**config.mk**
```make
export PLATFORM = sky130hd
export DESIGN_NAME = blk_admit
export DESIGN_NICKNAME = d
export VERILOG_FILES = /design/src/rtl/blk_admit_pkg.sv /design/src/rtl/blk_cost.sv /design/src/rtl/blk_pool.sv /design/src/rtl/blk_slot_tbl.sv /design/src/rtl/blk_admit.sv
export SDC_FILE = /design/constraint.sdc
export NUM_CORES = 1
export LEC_CHECK = 0
export CAP_MARGIN = 0
export CORE_MARGIN = 8
export CORE_UTILIZATION = 35
export DETAILED_ROUTE_END_ITERATION = 10
export SETUP_SLACK_MARGIN = 0.4
export SLEW_MARGIN = 25
export SYNTH_ARGS = -nofsm -noshare
export SYNTH_HDL_FRONTEND = slang
export SYNTH_SLANG_ARGS = --single-unit
export TNS_END_PERCENT = 20
```
**constraint.sdc**
```tcl
create_clock -name clk_i -period 7.9 [get_ports clk_i]
set_input_delay 0.79 -clock clk_i [delete_from_list [all_inputs] [get_ports clk_i]]
set_output_delay 0.79 -clock clk_i [all_outputs]
set_load 0.01 [all_outputs]
```
**src/rtl/blk_admit_pkg.sv**
```systemverilog
package blk_admit_pkg;
  localparam int unsigned DEF_THR_TOTAL   = 768;
  localparam int unsigned DEF_SLOTS       = 8;
  localparam int unsigned DEF_REG_TOTAL   = 8192;
  localparam int unsigned DEF_SMEM_TOTAL  = 16384;
  localparam int unsigned DEF_BLK_THR_MAX = 512;
  localparam int unsigned DEF_WARP        = 32;
  localparam int unsigned DEF_RPT_W       = 8;
endpackage

```
**src/rtl/blk_cost.sv**
```systemverilog
module blk_cost #(
  parameter int unsigned THR_W       = 10,
  parameter int unsigned RPT_W       = 8,
  parameter int unsigned SMEM_W      = 15,
  parameter int unsigned THRC_W      = 10,
  parameter int unsigned REGC_W      = 14,
  parameter int unsigned SMC_W       = 15,
  parameter int unsigned WARP        = 32,
  parameter int unsigned BLK_THR_MAX = 512,
  parameter int unsigned THR_TOTAL   = 768,
  parameter int unsigned REG_TOTAL   = 8192,
  parameter int unsigned SMEM_TOTAL  = 16384
) (
  input  logic [THR_W-1:0]  thr_i,
  input  logic [RPT_W-1:0]  rpt_i,
  input  logic [SMEM_W-1:0] smem_i,
  output logic [THRC_W-1:0] thr_need_o,
  output logic [REGC_W-1:0] reg_need_o,
  output logic [SMC_W-1:0]  smem_need_o,
  output logic              illegal_o
);
  localparam int unsigned RW = THR_W + RPT_W;
  localparam int unsigned CW = THR_W + 1;
  localparam logic [CW-1:0]     WMASK   = CW'(WARP - 1);
  localparam logic [THR_W-1:0]  BMAX    = THR_W'(BLK_THR_MAX);
  localparam logic [CW-1:0]     TTOT    = CW'(THR_TOTAL);
  localparam logic [RW-1:0]     RTOT    = RW'(REG_TOTAL);
  localparam logic [SMEM_W-1:0] STOT    = SMEM_W'(SMEM_TOTAL);

  logic [CW-1:0] chg;
  logic [RW-1:0] reg_full;

  // round up to whole warps (WARP is a power of two)
  assign chg      = (CW'(thr_i) + WMASK) & ~WMASK;
  // register cost uses the raw thread count
  assign reg_full = RW'(thr_i) * RW'(rpt_i);


  assign illegal_o = (thr_i == '0) || (thr_i > BMAX) || (reg_full > RTOT) ||
                     (smem_i > STOT) || (chg > TTOT);

  assign thr_need_o  = THRC_W'(chg);
  assign reg_need_o  = REGC_W'(reg_full);
  assign smem_need_o = SMC_W'(smem_i);
endmodule

```
**src/rtl/blk_pool.sv**
```systemverilog
module blk_pool #(
  parameter int unsigned W     = 10,
  parameter int unsigned TOTAL = 768
) (
  input  logic         clk_i,
  input  logic         rst_ni,
  input  logic         rel_i,
  input  logic [W-1:0] rel_amt_i,
  input  logic         take_i,
  input  logic [W-1:0] need_i,
  output logic         fit_o,
  output logic [W-1:0] free_o
);
  logic [W-1:0] free_q, avail;

  // release is folded in before the fit check
  assign avail  = free_q + (rel_i ? rel_amt_i : '0);
  assign fit_o  = avail >= need_i;
  assign free_o = free_q;

  always_ff @(posedge clk_i or negedge rst_ni) begin
    if (!rst_ni)     free_q <= W'(TOTAL);
    else if (take_i) free_q <= avail - need_i;
    else             free_q <= avail;
  end
endmodule

```
**src/rtl/blk_slot_tbl.sv**
```systemverilog
module blk_slot_tbl #(
  parameter int unsigned SLOTS  = 8,
  parameter int unsigned ID_W   = 3,
  parameter int unsigned CNT_W  = 4,
  parameter int unsigned THRC_W = 10,
  parameter int unsigned REGC_W = 14,
  parameter int unsigned SMC_W  = 15
) (
  input  logic              clk_i,
  input  logic              rst_ni,
  input  logic              rel_i,
  input  logic [ID_W-1:0]   rel_id_i,
  input  logic              take_i,
  input  logic [THRC_W-1:0] thr_i,
  input  logic [REGC_W-1:0] reg_i,
  input  logic [SMC_W-1:0]  smem_i,
  output logic              rel_busy_o,
  output logic [THRC_W-1:0] rel_thr_o,
  output logic [REGC_W-1:0] rel_reg_o,
  output logic [SMC_W-1:0]  rel_smem_o,
  output logic              pick_ok_o,
  output logic [ID_W-1:0]   pick_id_o,
  output logic [CNT_W-1:0]  free_cnt_o
);
  logic [SLOTS-1:0]  busy_q, cand;
  logic [THRC_W-1:0] thr_q  [SLOTS];
  logic [REGC_W-1:0] reg_q  [SLOTS];
  logic [SMC_W-1:0]  smem_q [SLOTS];

  assign rel_busy_o = busy_q[rel_id_i];
  assign rel_thr_o  = thr_q[rel_id_i];
  assign rel_reg_o  = reg_q[rel_id_i];
  assign rel_smem_o = smem_q[rel_id_i];

  // a slot released this cycle is already a candidate
  always_comb begin
    for (int i = 0; i < SLOTS; i++)
      cand[i] = !busy_q[i] || (rel_i && (rel_id_i == ID_W'(i)));
  end

  always_comb begin
    pick_id_o = '0;
    for (int i = SLOTS - 1; i >= 0; i--)
      if (cand[i]) pick_id_o = ID_W'(i);
  end
  assign pick_ok_o = |cand;

  always_comb begin
    free_cnt_o = '0;
    for (int i = 0; i < SLOTS; i++)
      free_cnt_o = free_cnt_o + CNT_W'(!busy_q[i]);
  end

  for (genvar g = 0; g < SLOTS; g++) begin : g_slot
    logic set_s, clr_s;
    assign set_s = take_i && (pick_id_o == ID_W'(g));
    assign clr_s = rel_i && (rel_id_i == ID_W'(g));
    always_ff @(posedge clk_i or negedge rst_ni) begin
      if (!rst_ni) begin
        busy_q[g] <= 1'b0;
        thr_q[g]  <= '0;
        reg_q[g]  <= '0;
        smem_q[g] <= '0;
      end else if (set_s) begin
        busy_q[g] <= 1'b1;
        thr_q[g]  <= thr_i;
        reg_q[g]  <= reg_i;
        smem_q[g] <= smem_i;
      end else if (clr_s) begin
        busy_q[g] <= 1'b0;
      end
    end
  end
endmodule

```
**src/rtl/blk_admit.sv**
```systemverilog
module blk_admit
  import blk_admit_pkg::*;
#(
  parameter int unsigned THR_TOTAL   = DEF_THR_TOTAL,
  parameter int unsigned SLOTS       = DEF_SLOTS,
  parameter int unsigned REG_TOTAL   = DEF_REG_TOTAL,
  parameter int unsigned SMEM_TOTAL  = DEF_SMEM_TOTAL,
  parameter int unsigned BLK_THR_MAX = DEF_BLK_THR_MAX,
  parameter int unsigned WARP        = DEF_WARP,
  parameter int unsigned RPT_W       = DEF_RPT_W,
  localparam int unsigned THR_W  = $clog2(BLK_THR_MAX) + 1,
  localparam int unsigned SMEM_W = $clog2(SMEM_TOTAL) + 1,
  localparam int unsigned ID_W   = $clog2(SLOTS),
  localparam int unsigned CNT_W  = $clog2(SLOTS + 1),
  localparam int unsigned THRC_W = $clog2(THR_TOTAL + 1),
  localparam int unsigned REGC_W = $clog2(REG_TOTAL + 1),
  localparam int unsigned SMC_W  = $clog2(SMEM_TOTAL + 1)
) (
  input  logic              clk_i,
  input  logic              rst_ni,
  input  logic              req_valid_i,
  output logic              req_ready_o,
  input  logic [THR_W-1:0]  req_threads_i,
  input  logic [RPT_W-1:0]  req_rpt_i,
  input  logic [SMEM_W-1:0] req_smem_i,
  output logic              rsp_valid_o,
  output logic              rsp_err_o,
  output logic [ID_W-1:0]   rsp_slot_o,
  input  logic              done_valid_i,
  input  logic [ID_W-1:0]   done_slot_i,
  output logic              done_err_o,
  output logic [THRC_W-1:0] free_thr_o,
  output logic [CNT_W-1:0]  free_slots_o,
  output logic [REGC_W-1:0] free_regs_o,
  output logic [SMC_W-1:0]  free_smem_o
);
  logic [THRC_W-1:0] thr_need, rel_thr;
  logic [REGC_W-1:0] reg_need, rel_reg;
  logic [SMC_W-1:0]  smem_need, rel_smem;
  logic illegal, rel_busy, rel_ok, pick_ok;
  logic thr_fit, reg_fit, smem_fit, fits_all, fire, take;
  logic [ID_W-1:0] pick_id;

  blk_cost #(
    .THR_W(THR_W), .RPT_W(RPT_W), .SMEM_W(SMEM_W), .THRC_W(THRC_W),
    .REGC_W(REGC_W), .SMC_W(SMC_W), .WARP(WARP), .BLK_THR_MAX(BLK_THR_MAX),
    .THR_TOTAL(THR_TOTAL), .REG_TOTAL(REG_TOTAL), .SMEM_TOTAL(SMEM_TOTAL)
  ) cost_i (
    .thr_i(req_threads_i), .rpt_i(req_rpt_i), .smem_i(req_smem_i),
    .thr_need_o(thr_need), .reg_need_o(reg_need), .smem_need_o(smem_need),
    .illegal_o(illegal)
  );

  blk_slot_tbl #(
    .SLOTS(SLOTS), .ID_W(ID_W), .CNT_W(CNT_W),
    .THRC_W(THRC_W), .REGC_W(REGC_W), .SMC_W(SMC_W)
  ) tbl_i (
    .clk_i(clk_i), .rst_ni(rst_ni),
    .rel_i(rel_ok), .rel_id_i(done_slot_i),
    .take_i(take), .thr_i(thr_need), .reg_i(reg_need), .smem_i(smem_need),
    .rel_busy_o(rel_busy), .rel_thr_o(rel_thr), .rel_reg_o(rel_reg),
    .rel_smem_o(rel_smem), .pick_ok_o(pick_ok), .pick_id_o(pick_id),
    .free_cnt_o(free_slots_o)
  );

  blk_pool #(.W(THRC_W), .TOTAL(THR_TOTAL)) thr_pool_i (
    .clk_i(clk_i), .rst_ni(rst_ni), .rel_i(rel_ok), .rel_amt_i(rel_thr),
    .take_i(take), .need_i(thr_need), .fit_o(thr_fit), .free_o(free_thr_o)
  );

  blk_pool #(.W(REGC_W), .TOTAL(REG_TOTAL)) reg_pool_i (
    .clk_i(clk_i), .rst_ni(rst_ni), .rel_i(rel_ok), .rel_amt_i(rel_reg),
    .take_i(take), .need_i(reg_need), .fit_o(reg_fit), .free_o(free_regs_o)
  );

  blk_pool #(.W(SMC_W), .TOTAL(SMEM_TOTAL)) smem_pool_i (
    .clk_i(clk_i), .rst_ni(rst_ni), .rel_i(rel_ok), .rel_amt_i(rel_smem),
    .take_i(take), .need_i(smem_need), .fit_o(smem_fit), .free_o(free_smem_o)
  );

  // completions to idle slots are dropped
  assign rel_ok = done_valid_i && rel_busy;

  // all pools together, or nothing
  assign fits_all    = thr_fit && reg_fit && smem_fit && pick_ok;
  assign req_ready_o = illegal || fits_all;
  assign fire        = req_valid_i && req_ready_o;
  assign take        = fire && !illegal;

  always_ff @(posedge clk_i or negedge rst_ni) begin
    if (!rst_ni) begin
      rsp_valid_o <= 1'b0;
      rsp_err_o   <= 1'b0;
      rsp_slot_o  <= '0;
      done_err_o  <= 1'b0;
    end else begin
      rsp_valid_o <= fire;
      rsp_err_o   <= fire && illegal;
      rsp_slot_o  <= take ? pick_id : '0;
      done_err_o  <= done_valid_i && !rel_busy;
    end
  end
endmodule

```
==> results.md, run 1 <==
* R2r endpoint: tbl_i.smem_q[64]$_DFFE_PN0P_
* Area leader, netlist: dfrtp_1
* Antenna violations before repair at 0
* Root buf cell: clkbuf_16
* Seq/Total Area, Yosys at 39.3%
* Reg clk slew, reported paths at 0.06 ns
* Synth Flop Type: dfrtp_1
* Synth top area share at 38.8%
* Placer Congestion at 0.826
* Area Growth Syn to Fin at 17.0%
* WP data required at 7.11 ns
* Asr flop ratio synth at 100%
* Tot GR Track Use at 15.4%
* Critical path buffers and inverters at 5
* Yosys warns at 0
* Fin crit period at 7.22 ns
* Cell with the most instances after synthesis: dfrtp_1
* Gr ovfl total at 0
* Cts hold-fix bufs at 0
* DRC Markers at 0
* Leak Pwr at 11.6 nW
* Die Span X at 257 microns
* Fin. max-slew vios at 0
* Maximum vdd drop at 0.232 mV
* Clk buf depth at 3
* MaxCap Viol Count at 0
* Main area contributors after synthesis: dfrtp_1 (39%), mux2_2 (15%), mux4_2 (7.5%)
* Synth Area per Inst at 11.8 sq um
* Worst flop-to-flop path startpoint: tbl_i.busy_q[5]$_DFFE_PN0P_
* Die Area at 66200 sq um
* Max stage delay on crit path at 0.51 ns
* Final Setup Violations at 0
* # H-tree levels at 2
* Setup crit end: req_ready_o
* Core Region at 57600 sq um
* CTS tree: yes
* Critical path arrival at 6.43 ns
* Critical path class: primary input to output port
* Worst slew margin at 35.3%
* Multi-input logic area at 11500 sq um
* Power per Cell Area at 222 nW/um^2
* Overall power at 5.30 mW
* Top post-synthesis cells by count: dfrtp_1 (316), mux2_2 (275), inv_1 (146)
* Max frequency at 0.138 GHz
* Post-route cell area at 23800 sq um
* IO Count at 90
* RSZ-0062 raised after global routing: no
* Chip height at 257 microns
* Starting density of the core at 35.4%
* CP startpoint kind: primary input
* Iteration-0 DRC count of the detailed router at 812
* First-pass DRT Iterations at 5
* Placed Area at 22500 sq um
* CP endpoint kind: output port
* Post-DR vias/cell at 5.17
* Avg WL per Cell at 19.3 microns
* Antenna Cells at 0
* Number of flops mapped to enable cells by yosys at 0
* Vias post-DR at 13700
* R2r setup slk at 1.05 ns
* CP top delay family: adder cells
* Post-synthesis register bit count at 320
* HP Class: primary input to async pin
* Num rows at 88
* Worst-Skew Late Latency at 0.55 ns
* # fillers at 5411
* Final wirelength at 51100 microns
* Clock skew at 0.0237 ns
* Final critical-path share of the clock period at 91.5%
* Number of I/O port buffers at 84
* First-pass GRT wire length at 82600 microns
* Post-DRT Antenna Nets at 0
* Post-Syn Instances at 1731
* Worst-path cell chain: clkdlybuf4s50_1, and2_1, fa_1, fa_1, fa_1, inv_1, fa_1, inv_1, ha_1, or3_4, o2111a_1, a2111oi_4, xnor2_1, inv_1, ha_1, nor2_2, nand2_2, a21oi_2, nor2_1, a21boi_2, maj3_1, a21bo_2, dlygate4sd2_1
* CTS buffer count at 38
* Worst Setup SP: req_threads_i[7]
* Worst slew pin tran at 0.968 ns
* Share of layout cells above drive strength 1 at 28.1%
* Reg2reg path depth at 25
* Sequential cell area at 8010 sq um
* Vias in the first global route at 14700
* Worst path slowest cell: fa_1
* Area of the mapped netlist at 20400 sq um
* Synth cell types at 70
* Clk sink count at 320
* Critical path's most frequent cell: fa_1
* DP Wirelength at 35500 microns
* Status: completed
* Nets at 2059
* Stages on worst setup path at 23
* Critical Path Fanout Max at 4
* Final Hold Fails at 0
* Pin count of the biggest net entering global routing at 152
* Fin util at 41.4%
cells by family after synthesis:
| logic type | Yosys count | synth area share, % |
|---|---|---|
| AOI/OAI and AO/OA | 216 | 7.18 |
| xor gates and xnor gates | 66 | 2.84 |
| adders and majority gates | 164 | 12.2 |
| buffers and inverters | 230 | 4.79 |
| DFF | 320 | 39.3 |
| muxes | 379 | 24.6 |
| other | 1 | 0.0184 |
| and+or+nand+nor | 355 | 9.01 |
sequential cells by signal, indices dropped and copies added (netlist names), 3 cells and up:
signal	cells
tbl_i.thr_q	40
thr_pool_i.free_o	5
tbl_i.reg_q	112
rsp_slot_o	3
tbl_i.busy_q	8
tbl_i.smem_q	120
reg_pool_i.free_o	14
smem_pool_i.free_o	15
worst min path at each step:
stage / from / slack [ns] / cells past startpoint / end
floorplan: tbl_i.reg_q[56]$_DFFE_PN0P_ / 0.45 / 1 / tbl_i.reg_q[56]$_DFFE_PN0P_
global placement: tbl_i.smem_q[101]$_DFFE_PN0P_ / 0.46 / 1 / tbl_i.smem_q[101]$_DFFE_PN0P_
detailed placement: tbl_i.smem_q[102]$_DFFE_PN0P_ / 0.47 / 1 / tbl_i.smem_q[102]$_DFFE_PN0P_
CTS: rst_ni / 0.38 / 1 / tbl_i.smem_q[54]$_DFFE_PN0P_
global route: rst_ni / 0.11 / 1 / smem_pool_i.free_o[10]$_DFF_PN0_
finish: rst_ni / 0.10 / 1 / smem_pool_i.free_o[10]$_DFF_PN0_
final cells by class:
class	count	share of cell area, %
Multi-Input combinational cell	1185	48.2
Sequential cell	320	33.6
Timing Repair Buffer	165	6.72
Clock buffer	55	4.64
Tap cell	765	4.02
Inverter	146	2.30
Clock inverter	11	0.488
power breakdown:
part / leakage [nW] / switching, mW / internal (mW)
Clock: 0.606 / 0.688 / 1.04
Combinational: 6.56 / 1.09 / 0.818
Sequential: 4.40 / 0.0137 / 1.65
layout by cell type (no fill, tap or decap), types with 7 or more instances in the layout:
| master | count |
|---|---|
| o21a_1 | 9 |
| a21o_1 | 26 |
| xnor2_1 | 52 |
| inv_1 | 146 |
| nor4_1 | 7 |
| and2_1 | 72 |
| mux2_2 | 275 |
| buf_4 | 69 |
| mux2_1 | 19 |
| o21bai_1 | 10 |
| fa_1 | 58 |
| clkdlybuf4s50_1 | 67 |
| xor2_1 | 14 |
| a21oi_1 | 71 |
| nand2_1 | 114 |
| ha_1 | 103 |
| and3_1 | 8 |
| nand2b_1 | 12 |
| a211oi_1 | 9 |
| nand4_1 | 13 |
| clkbuf_8 | 7 |
| dfrtp_1 | 316 |
| o21ai_0 | 30 |
| nand3_1 | 13 |
| buf_12 | 12 |
| o211ai_1 | 7 |
| nor2_1 | 56 |
| clkbuf_16 | 39 |
| nor3_1 | 20 |
| mux4_2 | 68 |
| clkbuf_1 | 9 |
| nor2b_1 | 8 |
| mux2i_1 | 17 |
layer usage:
layer,global-route usage (%),wire length [microns],vias to the layer above
met2,26.3,25200,231
met5,0,0,-
met1,20.4,23100,7017
met4,4.13,1260,0
li1,-,-,6352
met3,1.94,1560,72
stage by stage:
step           setup WS (ns)  hold slack, ns  cells  TNS [ns]
6_report               0.675           0.104   2647         0
5_1_grt                0.397           0.107   2647         0
4_1_cts                0.424           0.380   2642         0
3_5_place_dp         -0.0991           0.474   2576     -1.48
3_3_place_gp          0.0851           0.462   2576         0
2_1_floorplan          0.467           0.453   1735         0
what timing repair did:
| item | CTS | global route |
|---|---|---|
| gates resized for setup | 12 | 26 |
| pin swaps | 0 | 8 |
| setup endpoints to repair | 1 | 13 |
| setup buffers | 0 | 4 |
| endpoints found under the hold margin | 0 | 0 |
Power figures use the tool's default switching activity.
==> run 2: changes to the inputs <==
Settings changed: PLACE_DENSITY_LB_ADDON set to 0.1.
==> run 2 against run 1 <==
Effect of this change: worst hold slack gained 0.14 ns; routed wire length up 7.7%; die area unchanged; clock skew shrank 0.0070 ns; core utilization is 0.44 points higher; global-route usage is 1.3 points higher.
==> results.md, run 2 (synthesis results as in run 1) <==
* Status: completed
* Nets at 2072
* IO Count at 90
* Placed Area at 22600 sq um
* Critical Path Fanout Max at 5
* CP startpoint kind: primary input
* # fillers at 5404
* Iteration-0 DRC count of the detailed router at 676
* Final setup TNS at 0 ns
* Worst-Skew Late Latency at 0.55 ns
* Worst hold slack at 0.248 ns
* Final Setup Violations at 0
* Power per Cell Area at 229 nW/um^2
* Core Region at 57600 sq um
* Worst setup margin at 0.595 ns
* Vias post-DR at 13700
* DP Wirelength at 37500 microns
* Num rows at 88
* Most frequent cells in the layout: dfrtp_1 (316), mux2_2 (275), inv_1 (146)
* First-pass DRT Iterations at 4
* Switching power at 1.86 mW
* Overall power at 5.51 mW
* Clk buf depth at 3
* Top reg by flops: tbl_i.smem_q
* HP Class: primary input to async pin
* WP data required at 7.11 ns
* Area Growth Syn to Fin at 18.2%
* Worst slew pin tran at 0.954 ns
* Critical path arrival at 6.51 ns
* Top Registers: tbl_i.smem_q: 120 flops, tbl_i.reg_q: 112 flops, tbl_i.thr_q: 40 flops
* Post-DR vias/cell at 5.15
* Antenna Cells at 0
* Leak Pwr at 11.7 nW
* Worst path slowest cell: fa_1
* Maximum vdd drop at 0.197 mV
* Sw Share at 33.8%
* Gr ovfl total at 0
* Fin crit period at 7.30 ns
* Critical path class: primary input to output port
* Avg WL per Cell at 20.7 microns
* Cells after DPL at 2587
* First-pass GRT wire length at 88300 microns
* Pin count of the biggest net entering global routing at 175
* Tot GR Track Use at 16.7%
* Chip height at 257 microns
* Final wirelength at 55000 microns
* Placer Congestion at 0.851
* Post-placement setup slack at -0.219 ns
* CP endpoint kind: output port
* Fin util at 41.8%
* Sequential share of power at 30.2%
* Final Hold Fails at 0
* Vias in the first global route at 14800
* Fin. max-slew vios at 0
* Clk sink count at 320
* Worst slew margin at 36.0%
* Most common cell after layout, fill and taps aside: dfrtp_1
* Max frequency at 0.137 GHz
* MaxCap Viol Count at 0
* Final critical-path share of the clock period at 92.5%
* Post-route cell area at 24100 sq um
* CTS buffer count at 38
* Comb power frac at 35.5%
* Starting density of the core at 35.4%
* DRC Markers at 0
* Root buf cell: clkbuf_16
* # H-tree levels at 2
* Power Internal at 3.65 mW
* Max stage delay on crit path at 0.55 ns
* Die Area at 66200 sq um
* Clock share of power at 34.2%
* Final cell count without fillers at 2663
* Share of layout cells above drive strength 1 at 29.2%
* Antenna violations before repair at 0
* Clock skew at 0.0167 ns
* Post-DRT Antenna Nets at 0
* Number of I/O port buffers at 84
* RSZ-0062 raised after global routing: no
* Reg clk slew, reported paths at 0.07 ns
* Die Span X at 257 microns
* CTS tree: yes
* Cts hold-fix bufs at 0
* Number of flip-flops under the largest register name at 120
## run 2: worst paths after layout
path                       slack, ns                          end  cells past startpoint                         from
max                             0.60                  req_ready_o                     25             req_threads_i[5]
min in group clk_i              0.48  tbl_i.reg_q[56]$_DFFE_PN0P_                      1  tbl_i.reg_q[56]$_DFFE_PN0P_
max reg2reg                     1.10  tbl_i.reg_q[71]$_DFFE_PN0P_                     26  tbl_i.busy_q[5]$_DFFE_PN0P_
min reg2reg                     0.48  tbl_i.reg_q[56]$_DFFE_PN0P_                      1  tbl_i.reg_q[56]$_DFFE_PN0P_
max in group asynchronous       6.16  tbl_i.reg_q[51]$_DFFE_PN0P_                      3                       rst_ni
min                             0.25          rsp_err_o$_DFF_PN0_                      1                       rst_ni
## run 2: routing by layer
| metal | part of all wire, % | GRT usage (%) |
|---|---|---|
| met5 | 0 | 0 |
| met4 | 2.2 | 4.60 |
| met3 | 3.2 | 2.29 |
| met2 | 45 | 26.5 |
| met1 | 49 | 23.8 |
## run 2: power groups by stage
stage / clock (mW) / combinational, mW / sequential, mW
detailed placement: 0 / 1.89 / 1.70
finish: 1.89 / 1.96 / 1.66
CTS: 1.95 / 1.92 / 1.67
floorplan: 0 / 1.19 / 1.69
global route: 2.01 / 2.19 / 1.67
global placement: 0 / 1.89 / 1.70
## run 2: final cells by class
class	count	area (sq um)	area share, %
Multi-Input combinational cell	1185	11500	47.8
Sequential cell	320	8010	33.3
Clock inverter	10	159	0.660
Inverter	146	548	2.28
Tap cell	765	957	3.98
Clock buffer	59	1190	4.96
Timing Repair Buffer	178	1690	7.03
## run 2: repair_timing
item	4_1_cts	5_1_grt
setup endpoints to repair	225	226
pin swaps	1	12
gates resized for setup	18	35
buffers inserted	0	6
## run 2: critical path: cells and delay by family
| kind | cells | cell delay, ns |
|---|---|---|
| AO/OA/AOI/OAI | 6 | 1.10 |
| AND/OR/NAND/NOR | 4 | 0.62 |
| buffers and inverters | 8 | 1.20 |
| adder cells (fa/ha/maj) | 7 | 2.81 |
==> run 3: changes to the inputs <==
--- a/config.mk
+++ b/config.mk
@@ -7,7 +7,9 @@
 export LEC_CHECK = 0
 export CAP_MARGIN = 0
+export CORE_ASPECT_RATIO = 1.1
 export CORE_MARGIN = 8
 export CORE_UTILIZATION = 35
 export DETAILED_ROUTE_END_ITERATION = 10
+export GPL_ROUTABILITY_DRIVEN = 0
 export PLACE_DENSITY_LB_ADDON = 0.1
 export SETUP_SLACK_MARGIN = 0.4
==> constraint.sdc (replaced) <==
create_clock -name clk_i -period 7.9 [get_ports clk_i]
set_input_delay 0.79 -clock clk_i [delete_from_list [all_inputs] [get_ports clk_i]]
set_output_delay 0.79 -clock clk_i [all_outputs]
set_load 0.02 [all_outputs]
==> run 3 against run 2 <==
Effect of this change: register-to-register slack better by 0.05 ns; clock skew down 0.00085 ns; worst hold slack better by 0.031 ns; maximum frequency up 1.2%; routed wire length up 0.78%; largest power group unchanged; highest routed layer unchanged.
==> results.md, run 3 (synthesis results as in run 1) <==
* Cells after DPL at 2571
* Core Region at 57400 sq um
* Number of I/O port buffers at 84
* First-pass DRT Iterations at 7
* Worst slew pin tran at 0.963 ns
* Most frequent cells in the layout: dfrtp_1 (316), mux2_2 (275), inv_1 (146)
* Worst flop-to-flop path startpoint: tbl_i.busy_q[3]$_DFFE_PN0P_
* IO Count at 90
* Post-CTS setup buffers at 0
* Worst Setup SP: req_threads_i[2]
* Clock skew at 0.0158 ns
* Vias post-DR at 13700
* WP data required at 7.11 ns
* Top Registers: tbl_i.smem_q: 120 flops, tbl_i.reg_q: 112 flops, tbl_i.thr_q: 40 flops
* Post-DR vias/cell at 5.18
* Final Hold Fails at 0
* Final critical-path share of the clock period at 91.3%
* R2r endpoint: tbl_i.reg_q[16]$_DFFE_PN0P_
* First-pass GRT wire length at 88900 microns
* Chip height at 269 microns
* Antenna violations before repair at 0
* Reg clk slew, reported paths at 0.06 ns
* CTS buffer count at 40
* Critical Path Fanout Max at 6
* Avg WL per Cell at 21.0 microns
* Die Span X at 246 microns
* Top reg by flops: tbl_i.smem_q
* Worst slew margin at 35.3%
* Final setup TNS at 0 ns
* CP endpoint kind: output port
* Fin crit period at 7.21 ns
* RSZ-0062 raised after global routing: no
* Vias in the first global route at 14700
* Most common cell after layout, fill and taps aside: dfrtp_1
* Share of layout cells above drive strength 1 at 28.2%
* Area Growth Syn to Fin at 17.6%
* Num rows at 92
* Final Setup Violations at 0
* Leak Pwr at 11.6 nW
* DRC Markers at 0
* Final wirelength at 55400 microns
* Number of flip-flops under the largest register name at 120
* Starting density of the core at 35.5%
* Fin. max-slew vios at 0
* CTS tree: yes
* Antenna Cells at 0
* Clk buf depth at 3
* Worst-Skew Late Latency at 0.56 ns
* Nets at 2065
* Final cell count without fillers at 2643
* Die Area at 66200 sq um
* Pin count of the biggest net entering global routing at 161
* HP Class: primary input to async pin
* Iteration-0 DRC count of the detailed router at 751
* Overall power at 5.39 mW
* MaxCap Viol Count at 0
* CP startpoint kind: primary input
* Tot GR Track Use at 17.1%
* Gr ovfl total at 0
* Max frequency at 0.139 GHz
* Status: completed
* R2r setup slk at 1.15 ns
* Post-DRT Antenna Nets at 0
* Critical path arrival at 6.42 ns
* Root buf cell: clkbuf_16
* Maximum vdd drop at 0.234 mV
* Reg2reg path depth at 26
* # H-tree levels at 2
* Clk sink count at 320
* DP Wirelength at 38500 microns
* Worst hold slack at 0.279 ns
* Critical path class: primary input to output port
* Power per Cell Area at 225 nW/um^2
run 3: what timing repair did:
item	CTS	global route
setup endpoints to repair	1	97
hold endpoints to repair	0	0
resized for setup	12	16
hold buffers	0	0
pin swaps	0	2
run 3: worst max-delay path by stage:
stage / endpoint / slack (ns) / cells after the start
CTS: req_ready_o / 0.41 / 23
global route: req_ready_o / 0.41 / 24
detailed placement: req_ready_o / -0.07 / 23
finish: req_ready_o / 0.69 / 24
global placement: req_ready_o / 0.03 / 23
floorplan: tbl_i.smem_q[74]$_DFFE_PN0P_ / 0.47 / 25
run 3: power breakdown:
group	switching, mW	internal (mW)	total (mW)
Clock	0.732	1.09	1.82
Combinational	1.13	0.778	1.91
Sequential	0.0106	1.65	1.66
run 3: worst max-delay path, stage by stage:
cell and delay, ns:
clkdlybuf4s50_1 0.48, buf_4 0.19, and2_1 0.16, fa_1 0.41, fa_1 0.48, fa_1 0.54, inv_1 0.04, fa_1 0.47
inv_1 0.04, ha_1 0.21, or3_4 0.36, o2111a_1 0.19, a2111oi_4 0.29, xnor2_1 0.19, inv_1 0.08, ha_1 0.22
nor2_2 0.11, nand2_1 0.09, a21oi_1 0.12, nor2_1 0.06, a21boi_1 0.14, maj3_1 0.34, a21bo_2 0.24, clkbuf_2 0.16
run 3: cell type report:
class	count	area, sq um
Fill cell	5456	33500
Clock buffer	59	1160
Multi-Input combinational cell	1185	11500
Inverter	146	548
Tap cell	752	941
Timing Repair Buffer	169	1670
Clock inverter	12	131
Sequential cell	320	8010
run 3: per-stage QoR:
step | setup slack (ns) | utilization, % | instance area (sq um)
4_1_cts | 0.415 | 41.6 | 23900
6_report | 0.685 | 41.7 | 23900
3_3_place_gp | 0.0332 | 39.3 | 22600
3_5_place_dp | -0.0725 | 39.3 | 22600
2_1_floorplan | 0.467 | - | 20400
5_1_grt | 0.413 | 41.7 | 23900
run 3: layer usage:
layer | vias to the layer above | part of all wire (%) | track usage, %
met5 | - | 0 | 0
met4 | 0 | 1.9 | 3.91
met3 | 63 | 2.6 | 2.33
met2 | 170 | 49 | 29.1
met1 | 7092 | 47 | 22.9
li1 | 6366 | - | -
